File: src/rtl/intid_pkg.sv
package intid_pkg;

  // Cause word; field order gives bit positions 5..0
  typedef struct packed {
    logic rxTrig;
    logic txMt;
    logic srcHit;
    logic cdChg;
    logic ctsChg;
    logic dsrChg;
  } idFlags_t;

  typedef enum logic [1:0] {
    TRIG_NONE  = 2'd0,
    TRIG_ONE   = 2'd1,
    TRIG_HALF  = 2'd2,
    TRIG_SEVEN = 2'd3
  } trigCode_t;

  // Strobes from control to datapath
  typedef struct packed {
    logic clearChanges;
  } ctrlStrobes_t;

endpackage

File: src/rtl/intid_line_watch.sv
module intid_line_watch (
  input  logic clk,
  input  logic rstN,
  input  logic lineIn,
  output logic edgeSeen
);
  logic syncA, syncB, histQ;

  always_ff @(posedge clk or negedge rstN) begin
    if (!rstN) begin
      syncA <= 1'b0;
      syncB <= 1'b0;
      histQ <= 1'b0;
    end else begin
      syncA <= lineIn;
      syncB <= syncA;
      histQ <= syncB;
    end
  end

  assign edgeSeen = syncB ^ histQ;

  // an edge reported now means the history flop moves next cycle
  assert_hist_follows_R5: assert property (@(posedge clk) disable iff (!rstN)
    edgeSeen |=> (histQ != $past(histQ)));

endmodule

File: src/rtl/intid_datapath.sv
module intid_datapath
  import intid_pkg::*;
#(
  parameter int N     = 8,
  parameter int DEPTH = 1023,
  localparam int CW   = $clog2(DEPTH + 1),
  localparam int SW   = (N > 1) ? $clog2(N) : 1
) (
  input  logic          clk,
  input  logic          rstN,
  input  logic [N*CW-1:0] rxLevel,
  input  logic [N-1:0]  txEmpty,
  input  logic [N-1:0]  srcCond,
  input  logic [N-1:0]  ctsIn,
  input  logic [N-1:0]  dsrIn,
  input  logic [N-1:0]  cdIn,
  input  logic [2*N-1:0] trigSel,
  input  logic [N-1:0]  srcIntEn,
  input  logic [N-1:0]  rxIntEn,
  input  logic [N-1:0]  modemIntEn,
  input  logic [N-1:0]  txIntEn,
  input  logic [SW-1:0] idSel,
  input  ctrlStrobes_t  strb,
  output idFlags_t      idData,
  output logic [N-1:0]  groupStatus
);
  localparam int HALF_MARK  = (DEPTH + 1) / 2;
  localparam int SEVEN_MARK = ((DEPTH + 1) / 8) * 7;

  idFlags_t flagsQ [N];

  for (genvar c = 0; c < N; c++) begin : g_chan
    logic [CW-1:0] lvl;
    trigCode_t     trig;
    logic          reach;
    logic          ctsEdge, dsrEdge, cdEdge;
    logic          clr;

    assign lvl  = rxLevel[c*CW +: CW];
    assign trig = trigCode_t'(trigSel[c*2 +: 2]);
    assign clr  = strb.clearChanges && (idSel == SW'(c));

    always_comb begin
      unique case (trig)
        TRIG_NONE:  reach = 1'b0;
        TRIG_ONE:   reach = (lvl != '0);
        TRIG_HALF:  reach = (lvl >= CW'(HALF_MARK));
        TRIG_SEVEN: reach = (lvl >= CW'(SEVEN_MARK));
        default:    reach = 1'b0;
      endcase
    end

    intid_line_watch u_cts (.clk(clk), .rstN(rstN), .lineIn(ctsIn[c]), .edgeSeen(ctsEdge));
    intid_line_watch u_dsr (.clk(clk), .rstN(rstN), .lineIn(dsrIn[c]), .edgeSeen(dsrEdge));
    intid_line_watch u_cd  (.clk(clk), .rstN(rstN), .lineIn(cdIn[c]),  .edgeSeen(cdEdge));

    always_ff @(posedge clk or negedge rstN) begin
      if (!rstN) begin
        flagsQ[c] <= '0;
      end else begin
        flagsQ[c].rxTrig <= reach;
        flagsQ[c].txMt   <= txEmpty[c];
        flagsQ[c].srcHit <= srcCond[c];
        flagsQ[c].cdChg  <= cdEdge  | (flagsQ[c].cdChg  & ~clr);
        flagsQ[c].ctsChg <= ctsEdge | (flagsQ[c].ctsChg & ~clr);
        flagsQ[c].dsrChg <= dsrEdge | (flagsQ[c].dsrChg & ~clr);
      end
    end

    assign groupStatus[c] = (flagsQ[c].rxTrig & rxIntEn[c])
                          | (flagsQ[c].txMt   & txIntEn[c])
                          | (flagsQ[c].srcHit & srcIntEn[c])
                          | ((flagsQ[c].cdChg | flagsQ[c].ctsChg | flagsQ[c].dsrChg)
                             & modemIntEn[c]);

    // code 0 never yields a receive trigger
    assert_trig_off_R1: assert property (@(posedge clk) disable iff (!rstN)
      flagsQ[c].rxTrig |-> ($past(trigSel[c*2 +: 2]) != 2'b00));
    // a detected CD edge sets the flag
    assert_cd_edge_R5: assert property (@(posedge clk) disable iff (!rstN)
      cdEdge |=> flagsQ[c].cdChg);
    // acknowledge without a fresh edge clears the CTS change flag
    assert_read_clears_R6: assert property (@(posedge clk) disable iff (!rstN)
      (clr && !ctsEdge) |=> !flagsQ[c].ctsChg);
    // transmit-empty flag tracks its input with one clock of delay
    assert_tx_level_R4: assert property (@(posedge clk) disable iff (!rstN)
      1'b1 |=> (flagsQ[c].txMt == $past(txEmpty[c])));
  end

  assign idData = flagsQ[idSel];

endmodule

File: src/rtl/intid_control.sv
module intid_control
  import intid_pkg::*;
(
  input  logic         clk,
  input  logic         rstN,
  input  logic         idRead,
  input  logic         hostEn,
  input  logic         eoiStrobe,
  input  logic         anyPending,
  output ctrlStrobes_t strb,
  output logic         hostIrq
);
  assign strb.clearChanges = idRead;

  always_ff @(posedge clk or negedge rstN) begin
    if (!rstN)                   hostIrq <= 1'b0;
    else if (!hostEn || eoiStrobe) hostIrq <= 1'b0;
    else if (anyPending)         hostIrq <= 1'b1;
  end

  // end-of-interrupt drops the line
  assert_eoi_clears_R9: assert property (@(posedge clk) disable iff (!rstN)
    eoiStrobe |=> !hostIrq);
  // gate off keeps the line low
  assert_gate_off_R8: assert property (@(posedge clk) disable iff (!rstN)
    !hostEn |=> !hostIrq);
  // pending cause with gate on raises the line
  assert_raise_R8: assert property (@(posedge clk) disable iff (!rstN)
    (hostEn && !eoiStrobe && anyPending) |=> hostIrq);

endmodule

File: src/rtl/chan_int_ident.sv
module chan_int_ident
  import intid_pkg::*;
#(
  parameter int N     = 8,
  parameter int DEPTH = 1023,
  localparam int CW   = $clog2(DEPTH + 1),
  localparam int SW   = (N > 1) ? $clog2(N) : 1
) (
  input  logic            clk,
  input  logic            rstN,
  input  logic [N*CW-1:0] rxLevel,
  input  logic [N-1:0]    txEmpty,
  input  logic [N-1:0]    srcCond,
  input  logic [N-1:0]    ctsIn,
  input  logic [N-1:0]    dsrIn,
  input  logic [N-1:0]    cdIn,
  input  logic [2*N-1:0]  trigSel,
  input  logic [N-1:0]    srcIntEn,
  input  logic [N-1:0]    rxIntEn,
  input  logic [N-1:0]    modemIntEn,
  input  logic [N-1:0]    txIntEn,
  input  logic [SW-1:0]   idSel,
  input  logic            idRead,
  output logic [5:0]      idData,
  output logic [N-1:0]    groupStatus,
  input  logic            hostEn,
  input  logic            eoiStrobe,
  output logic            hostIrq
);
  ctrlStrobes_t strb;
  idFlags_t     idWord;

  intid_control u_ctrl (
    .clk(clk), .rstN(rstN), .idRead(idRead), .hostEn(hostEn),
    .eoiStrobe(eoiStrobe), .anyPending(|groupStatus),
    .strb(strb), .hostIrq(hostIrq)
  );

  intid_datapath #(.N(N), .DEPTH(DEPTH)) u_dp (
    .clk(clk), .rstN(rstN), .rxLevel(rxLevel), .txEmpty(txEmpty),
    .srcCond(srcCond), .ctsIn(ctsIn), .dsrIn(dsrIn), .cdIn(cdIn),
    .trigSel(trigSel), .srcIntEn(srcIntEn), .rxIntEn(rxIntEn),
    .modemIntEn(modemIntEn), .txIntEn(txIntEn), .idSel(idSel),
    .strb(strb), .idData(idWord), .groupStatus(groupStatus)
  );

  assign idData = idWord;

endmodule

File: config.mk
export PLATFORM = sky130hd
export DESIGN_NAME = chan_int_ident
export DESIGN_NICKNAME = d
export VERILOG_FILES = /design/src/rtl/intid_pkg.sv /design/src/rtl/intid_line_watch.sv /design/src/rtl/intid_datapath.sv /design/src/rtl/intid_control.sv /design/src/rtl/chan_int_ident.sv
export SDC_FILE = /design/constraint.sdc
export NUM_CORES = 1
export LEC_CHECK = 0
export BUFFER_PORTS_ARGS = -buffer_cell sky130_fd_sc_hd__buf_2
export CORE_AREA = 2 2 97 99
export CTS_CLUSTER_SIZE = 10
export DETAILED_ROUTE_END_ITERATION = 10
export DIE_AREA = 0 0 99 101
export GPL_TIMING_DRIVEN = 0
export PLACE_DENSITY = 0.85
export SYNTH_ARGS = -nofsm -noshare
export SYNTH_HDL_FRONTEND = slang
export SYNTH_SLANG_ARGS = --single-unit
export TNS_END_PERCENT = 20
File: constraint.sdc
create_clock -name clk -period 3.6 [get_ports clk]
set_input_delay 0.54 -clock clk [delete_from_list [all_inputs] [get_ports clk]]
set_output_delay 0.54 -clock clk [all_outputs]
set_load 0.03 [all_outputs]
==> results of run 1 <==
## Yosys cell counts (6+ instances only)
cell type,count
dfrtp_1,121
nand2_1,70
xnor2_1,24
nor4_1,12
a31oi_1,11
nor2_1,10
nand3_1,9
a222oi_1,8
o31ai_1,8
mux4_1,7
nor3_1,6
## layer usage
metal	up-vias	GRT usage, %	share of wire [%]
met3	25	7.351	7.4
li1	1562	-	-
met1	1579	23.32	37
met2	151	38.83	54
met5	-	0	0
met4	0	10.01	2.4
## logic make-up (layout without fill, tap and decap cells)
kind of cell              Yosys count  count (layout)
DFF                               121             121
and+or+nand+nor                   114             114
AOI/OAI and AO/OA                  33              33
xor gates and xnor gates           24              24
muxes                              18              18
buffers and inverters               6             227
## flip-flops by register name, indices dropped and copies added, names as in the netlist
name,cells
u_dp.flagsQ,48
u_dp.g_chan.u_cd.histQ,8
u_dp.g_chan.u_cd.syncA,8
u_dp.g_chan.u_cd.syncB,8
u_dp.g_chan.u_cts.histQ,8
u_dp.g_chan.u_cts.syncA,8
u_dp.g_chan.u_cts.syncB,8
u_dp.g_chan.u_dsr.histQ,8
u_dp.g_chan.u_dsr.syncA,8
u_dp.g_chan.u_dsr.syncB,8
u_ctrl.hostIrq,1
## power by group through the flow
stage | registers, mW | clock network, mW | logic, mW
after global routing | 1.48 | 1.70 | 0.342
after detailed placement | 1.50 | 0 | 0.312
final | 1.47 | 1.60 | 0.311
after CTS | 1.47 | 1.63 | 0.315
after floorplan | 1.48 | 0 | 0.145
after global placement | 1.49 | 0 | 0.298
## critical path: stages, from the launching register on
cell,delay [ns]
dfrtp_1,0.40
mux4_1,0.52
mux2_4,0.28
buf_2,0.18
## area by class of cell
type / count / area share [%]
tap: 111 / 2.268
buffer: 5 / 0.7354
clock buffer: 19 / 7.048
multi-input combinational: 189 / 22.25
inverter: 1 / 0.06129
clock inverter: 13 / 2.349
sequential: 121 / 49.44
timing repair buffer: 189 / 15.85
## worst paths after layout
kind	startpoint	end	slack (ns)	depth (start not counted)
max	u_dp.flagsQ[36]$_DFF_PN0_	idData[0]	1.18	3
min	rstN	u_dp.g_chan[4].u_cd.syncA$_DFF_PN0_	0.07	1
max reg2reg	u_dp.flagsQ[1]$_DFF_PN0_	u_ctrl.hostIrq$_DFFE_PN0P_	2.05	4
min reg2reg	u_dp.g_chan[7].u_dsr.syncA$_DFF_PN0_	u_dp.g_chan[7].u_dsr.syncB$_DFF_PN0_	0.35	0
max in group asynchronous	rstN	u_dp.flagsQ[28]$_DFF_PN0_	2.77	2
min in group clk	ctsIn[2]	u_dp.g_chan[2].u_cts.syncA$_DFF_PN0_	0.13	1
==> results.ini, run 1 <==
[outcome]
outcome = finished clean

[die]
die-area_mm2 = 0.009999
die_y_um = 101
pin_count = 191
start_util_pct = 49.45
die_x_um = 99
fp-row-count = 35
core_mm2 = 0.008977

[synth]
syn_inst = 316
async_flop_share_pct = 100.0
ys_seq_area_share_pct = 68.21
synth_top_area_share_pct = 68.21
syn_area_mm2 = 0.004439
syn_nets = 492
yosysWarnings = 0
synth_seq_cells = 121
synth_edf_count = 0
synthSimpleGateAreaFrac_pct = 11.16
synth-compound-area-share_pct = 6.172
netlist_top_cells_area = dfrtp_1 68%, nand2_1 5.9%, xnor2_1 4.7%
synthXorXnorAreaFrac_pct = 4.735
postSynthAreaPerCell_um2 = 14.05
synth_flop_cell = dfrtp_1
yosys.area_share.adder_pct = 0
synthMuxAreaShare_pct = 8.625
synth_top_family_by_area = simple AND/OR/NAND/NOR gates
ys_types = 24
synth_area_leader_cell = dfrtp_1

[timing]
rsz0062_at_grt = no
setup_viol = 0
max_slew.worst_pin.slew_ns = 0.6880
fin_crit_sh_pct = 67.31
maxSlewViolCount = 0
layout_min_cycle_time_ns = 2.423
max_freq_ghz = 0.4127
whs_ns = 0.07279
skew_ns = 0.008541
setup_slack_ns = 1.177
fin_tns_setup_ns = 0
finalHoldViolCount = 0
max-slew-margin-rel_pct = 54.13

[power]
p_seq_share_pct = 43.5
p_per_area_mw_per_mm2 = 552.7
p_int_mw = 2.597
irDropWorstVdd_mv = 0.4914
pwr-share-clk_pct = 47.3
p_sw_mw = 0.7877
leakage_nw = 2.931
total_power_mw = 3.385
pwr-share-comb_pct = 9.2
swShare_pct = 23.27

[cells_and_area]
fin_area_mm2 = 0.006125
antenna_cells = 0
area_growth_pct = 37.96
fillers = 639
instances_no_fill = 648
final_cell_mix = 189 x buf_2, 121 x dfrtp_1, 70 x nand2_1
drive_gt1_share_pct = 44.69
final_util_pct = 68.22
num-nets-final = 700
seqCellArea_mm2 = 0.003028
final_common_cell = buf_2
multiInputGateArea_mm2 = 0.001363

[worst_setup_path]
worstSetupEndpointType = output pin
cp-start-kind = flip-flop
required_ns = 3.06
path_class = reg -> out
critical_path_arrival_ns = 1.88
critPathMaxFanout = 3

[cts]
cts.sinks = 121
cts_resized = 0
cts_made_buffers = 17
cts_buffer_depth = 2
postCtsHoldBufs = 0
root_buffer = clkbuf_8
path_clk_slew_ns = 0.06
clock_latency_ns = 0.51
h-tree-depth = 4
cts_setup_buffers = 0
cts_tree = yes

[detailed_routing]
firstDrtPassIters = 5
wl_per_cell_um = 16.39
drtIter0Drc = 186
num_vias = 3317
post-route-drc-count = 0
wl_um = 10620
vias_per_cell = 5.119
ant_nets = 0

[placed_design]
placed_area_mm2 = 0.005549
dpl.cell_count = 616
hpwl_um = 8154
portBuffers = 188
gp_congestion = 0.8863
place_ws_ns = 1.233

[global_routing]
grt_max_degree = 69
grt-ovfl-total = 0
grt_pass1_wl_um = 16090
grt_pass1_vias = 3475
grt_util_all_layers_pct = 21.75
antenna_found_initial = 0

[job]
drv_cap = 0

[worst_hold_path]
hold_class = in -> async

No activity file was read; power rests on OpenSTA's default activity.
==> run 2: changes to the inputs <==
ABC_AREA = 1   (was unset)
CORE_AREA = 2 2 107 109   (was 2 2 97 99)
DIE_AREA = 0 0 109 111   (was 0 0 99 101)
PLACE_DENSITY = 0.76   (was 0.85)
clock period = 2.1 ns   (was 3.6 ns; I/O delays follow)
==> run 2 against run 1 <==
Compared with the run above: clock skew is 0.0016 ns higher; largest cell class unchanged; worst setup slack worse by 0.90 ns; core utilization shrank 11 points; die area up 21%; critical path depth up 5; global-route usage shrank 0.61 points; wire length rose by 13%; largest power group unchanged.
==> results.ini, run 2 <==
[outcome]
outcome = finished clean  ; unchanged

[timing]
layout_min_cycle_time_ns = 1.827
maxSlewViolCount = 0  ; unchanged
rsz0062_at_grt = no  ; unchanged
fin_crit_sh_pct = 87.01
max_freq_ghz = 0.5473
finalHoldViolCount = 0  ; unchanged
setup_viol = 0  ; unchanged
fin_tns_setup_ns = 0  ; unchanged
max-slew-margin-rel_pct = 41.92  ; was 54.13%
skew_ns = 0.01013  ; was 0.008541 ns
max_slew.worst_pin.slew_ns = 0.8713  ; was 0.6880 ns

[worst_setup_path]
required_ns = 1.78  ; was 3.06 ns
ff2ff_setup_slack_ns = 0.80  ; was 2.05 ns
path_class = in -> out  ; was reg -> out
worstSetupEndpointType = output pin  ; unchanged
critPathMaxFanout = 9  ; was 3
cp-start-kind = input port  ; was flip-flop
critical_path_arrival_ns = 1.51  ; was 1.88 ns

[detailed_routing]
wl_um = 12010  ; was 10620 µm
post-route-drc-count = 0  ; unchanged
vias_per_cell = 4.801  ; was 5.119
ant_nets = 0  ; unchanged
wl_per_cell_um = 14.82  ; was 16.39 µm
drtIter0Drc = 235  ; was 186
num_vias = 3889  ; was 3317
firstDrtPassIters = 4  ; was 5

[cts]
cts_setup_buffers = 0  ; unchanged
root_buffer = clkbuf_16  ; was clkbuf_8
cts.sinks = 121  ; unchanged
cts_tree = yes  ; unchanged
h-tree-depth = 4  ; unchanged
cts_made_buffers = 17  ; unchanged
postCtsHoldBufs = 0  ; unchanged
path_clk_slew_ns = 0.05  ; was 0.06 ns
clock_latency_ns = 0.40  ; was 0.51 ns
cts_buffer_depth = 2  ; unchanged
cts_resized = 0  ; unchanged

[synth]
synth_top_area_share_pct = 66.25  ; was 68.21%
syn_nets = 620  ; was 492
synth_edf_count = 0  ; unchanged
async_flop_share_pct = 100.0  ; unchanged
ys_types = 20  ; was 24
ys_seq_area_share_pct = 66.25  ; was 68.21%
syn_area_mm2 = 0.004571  ; was 0.004439 mm²
syn_inst = 444  ; was 316
netlist_top_cells_area = dfrtp_1 66%, nand2_1 8.9%, xnor2_1 4.6%  ; was dfrtp_1 68%, nand2_1 5.9%, xnor2_1 4.7%
synth_area_leader_cell = dfrtp_1  ; unchanged
synthTopCellsByCount = 121 x dfrtp_1, 108 x nand2_1, 47 x inv_1, 29 x nor2_1, 28 x o21ai_0  ; was 121 x dfrtp_1, 70 x nand2_1, 24 x xnor2_1, 12 x nor4_1, 11 x a31oi_1
postSynthAreaPerCell_um2 = 10.29  ; was 14.05 µm²
yosysWarnings = 0  ; unchanged
synthMostInstantiatedCell = dfrtp_1  ; unchanged
synth_flop_cell = dfrtp_1  ; unchanged
synth_seq_cells = 121  ; unchanged

[power]
pwr-share-clk_pct = 47.8  ; was 47.3%
p_sw_mw = 1.364  ; was 0.7877 mW
irDropWorstVdd_mv = 0.7009  ; was 0.4914 mV
swShare_pct = 23.15  ; was 23.27%
p_seq_share_pct = 42.7  ; was 43.5%
pwr-share-comb_pct = 9.5  ; was 9.2%
p_per_area_mw_per_mm2 = 932.7  ; was 552.7 mW/mm²
p_int_mw = 4.530  ; was 2.597 mW
leakage_nw = 3.220  ; was 2.931 nW

[cells_and_area]
max_flop_register = u_dp.flagsQ  ; unchanged
fin_area_mm2 = 0.006320  ; was 0.006125 mm²
drive_gt1_share_pct = 33.89  ; was 44.69%
final_util_pct = 57.05  ; was 68.22%
area_growth_pct = 38.27  ; was 37.96%
instances_no_fill = 810  ; was 648
final_cell_mix = 188 x buf_2, 121 x dfrtp_1, 108 x nand2_1  ; was 189 x buf_2, 121 x dfrtp_1, 70 x nand2_1
num-nets-final = 829  ; was 700
final_common_cell = buf_2  ; unchanged
largest_reg_flops = 48  ; unchanged

[placed_design]
placed_area_mm2 = 0.005725  ; was 0.005549 mm²
gp_congestion = 0.8601  ; was 0.8863
portBuffers = 189  ; was 188
hpwl_um = 9353  ; was 8154 µm
dpl.cell_count = 777  ; was 616

[die]
die_x_um = 109  ; was 99 µm
die-area_mm2 = 0.01210  ; was 0.009999 mm²
fp-row-count = 39  ; was 35
die_y_um = 111  ; was 101 µm
pin_count = 191  ; unchanged
start_util_pct = 41.26  ; was 49.45%
core_mm2 = 0.01108  ; was 0.008977 mm²

[worst_hold_path]
hold_class = in -> reg  ; was in -> async

[global_routing]
grt_util_all_layers_pct = 21.14  ; was 21.75%
antenna_found_initial = 3  ; was 0
grt-ovfl-total = 0  ; unchanged
grt_pass1_wl_um = 19020  ; was 16090 µm
grt_pass1_vias = 3952  ; was 3475
grt_max_degree = 72  ; was 69

[job]
drv_cap = 0  ; unchanged

==> run 2: changes by cell type in the layout (fill, tap and decap cells not counted), sizes merged, moves of 6 or more <==
| cell | previous run | this run |
|---|---|---|
| mux4 | 12 | 0 |
| o31ai | 8 | 0 |
| mux2 | 6 | 0 |
| inv | 4 | 51 |
| clkinv | 7 | 1 |
| a222oi | 8 | 0 |
| nor2 | 10 | 30 |
| nand3 | 9 | 25 |
| o21ai | 0 | 28 |
| nand2 | 70 | 108 |
| a21oi | 0 | 14 |
==> run 2: area by class of cell <==
cell class	count	area (µm²)
flip-flops and latches	121	3028
plain buffers	3	30.03
clock inverters	9	116.4
inverters	49	183.9
repair buffers	190	975.9
diodes	3	7.507
clock buffers	21	470.5
fillers	956	4757
well taps	143	178.9
multi-input cells	271	1329
==> run 2: per-layer routing <==
layer / wire length (µm) / track usage, %
met1: 4558 / 23.78
met2: 5897 / 34.62
met3: 1149 / 7.172
met4: 403 / 11.97
met5: 0 / 0
==> run 2: stage by stage <==
stage,hold WS (ns),setup slack (ns),total power [mW]
2_1_floorplan,0.01941,0.5088,2.786
3_3_place_gp,0.3338,-0.6135,3.086
3_5_place_dp,0.3347,0.3044,3.115
4_1_cts,0.002209,0.2681,5.964
5_1_grt,0.0006471,0.1896,6.161
6_report,0.01437,0.2728,5.894
==> run 2: worst paths after layout <==
path	start	to	cells after the start
min in group asynchronous	rstN	u_dp.g_chan[0].u_cts.syncA$_DFF_PN0_	1
worst max-delay path	idSel[1]	idData[2]	8
max in group asynchronous	rstN	u_dp.flagsQ[22]$_DFF_PN0_	2
worst max register to register	u_dp.flagsQ[19]$_DFF_PN0_	u_ctrl.hostIrq$_DFFE_PN0P_	8
worst min-delay path	cdIn[4]	u_dp.g_chan[4].u_cd.syncA$_DFF_PN0_	1
worst min register to register	u_dp.g_chan[5].u_cts.syncA$_DFF_PN0_	u_dp.g_chan[5].u_cts.syncB$_DFF_PN0_	0
==> run 2: power by group through the flow <==
stage,registers [mW],logic [mW],clock network [mW]
2_1_floorplan,2.54,0.246,0
3_3_place_gp,2.55,0.535,0
3_5_place_dp,2.56,0.558,0
4_1_cts,2.52,0.562,2.88
5_1_grt,2.53,0.627,3.01
6_report,2.52,0.558,2.82
==> run 2: cell families after synthesis <==
logic type / count (synthesis) / synth area share [%]
AND/OR/NAND/NOR: 191 / 17.79
flip-flops: 121 / 66.25
AO/OA/AOI/OAI: 56 / 6.680
buffers and inverters: 52 / 4.681
XOR/XNOR: 24 / 4.599
==> run 2: worst max-delay path, stage by stage <==
cell and delay (ns):
buf_2 0.12, nand2_1 0.23, inv_2 0.17, nand2_1 0.09, o21ai_0 0.09, o21ai_0 0.22, nand2_1 0.07, buf_2 0.19
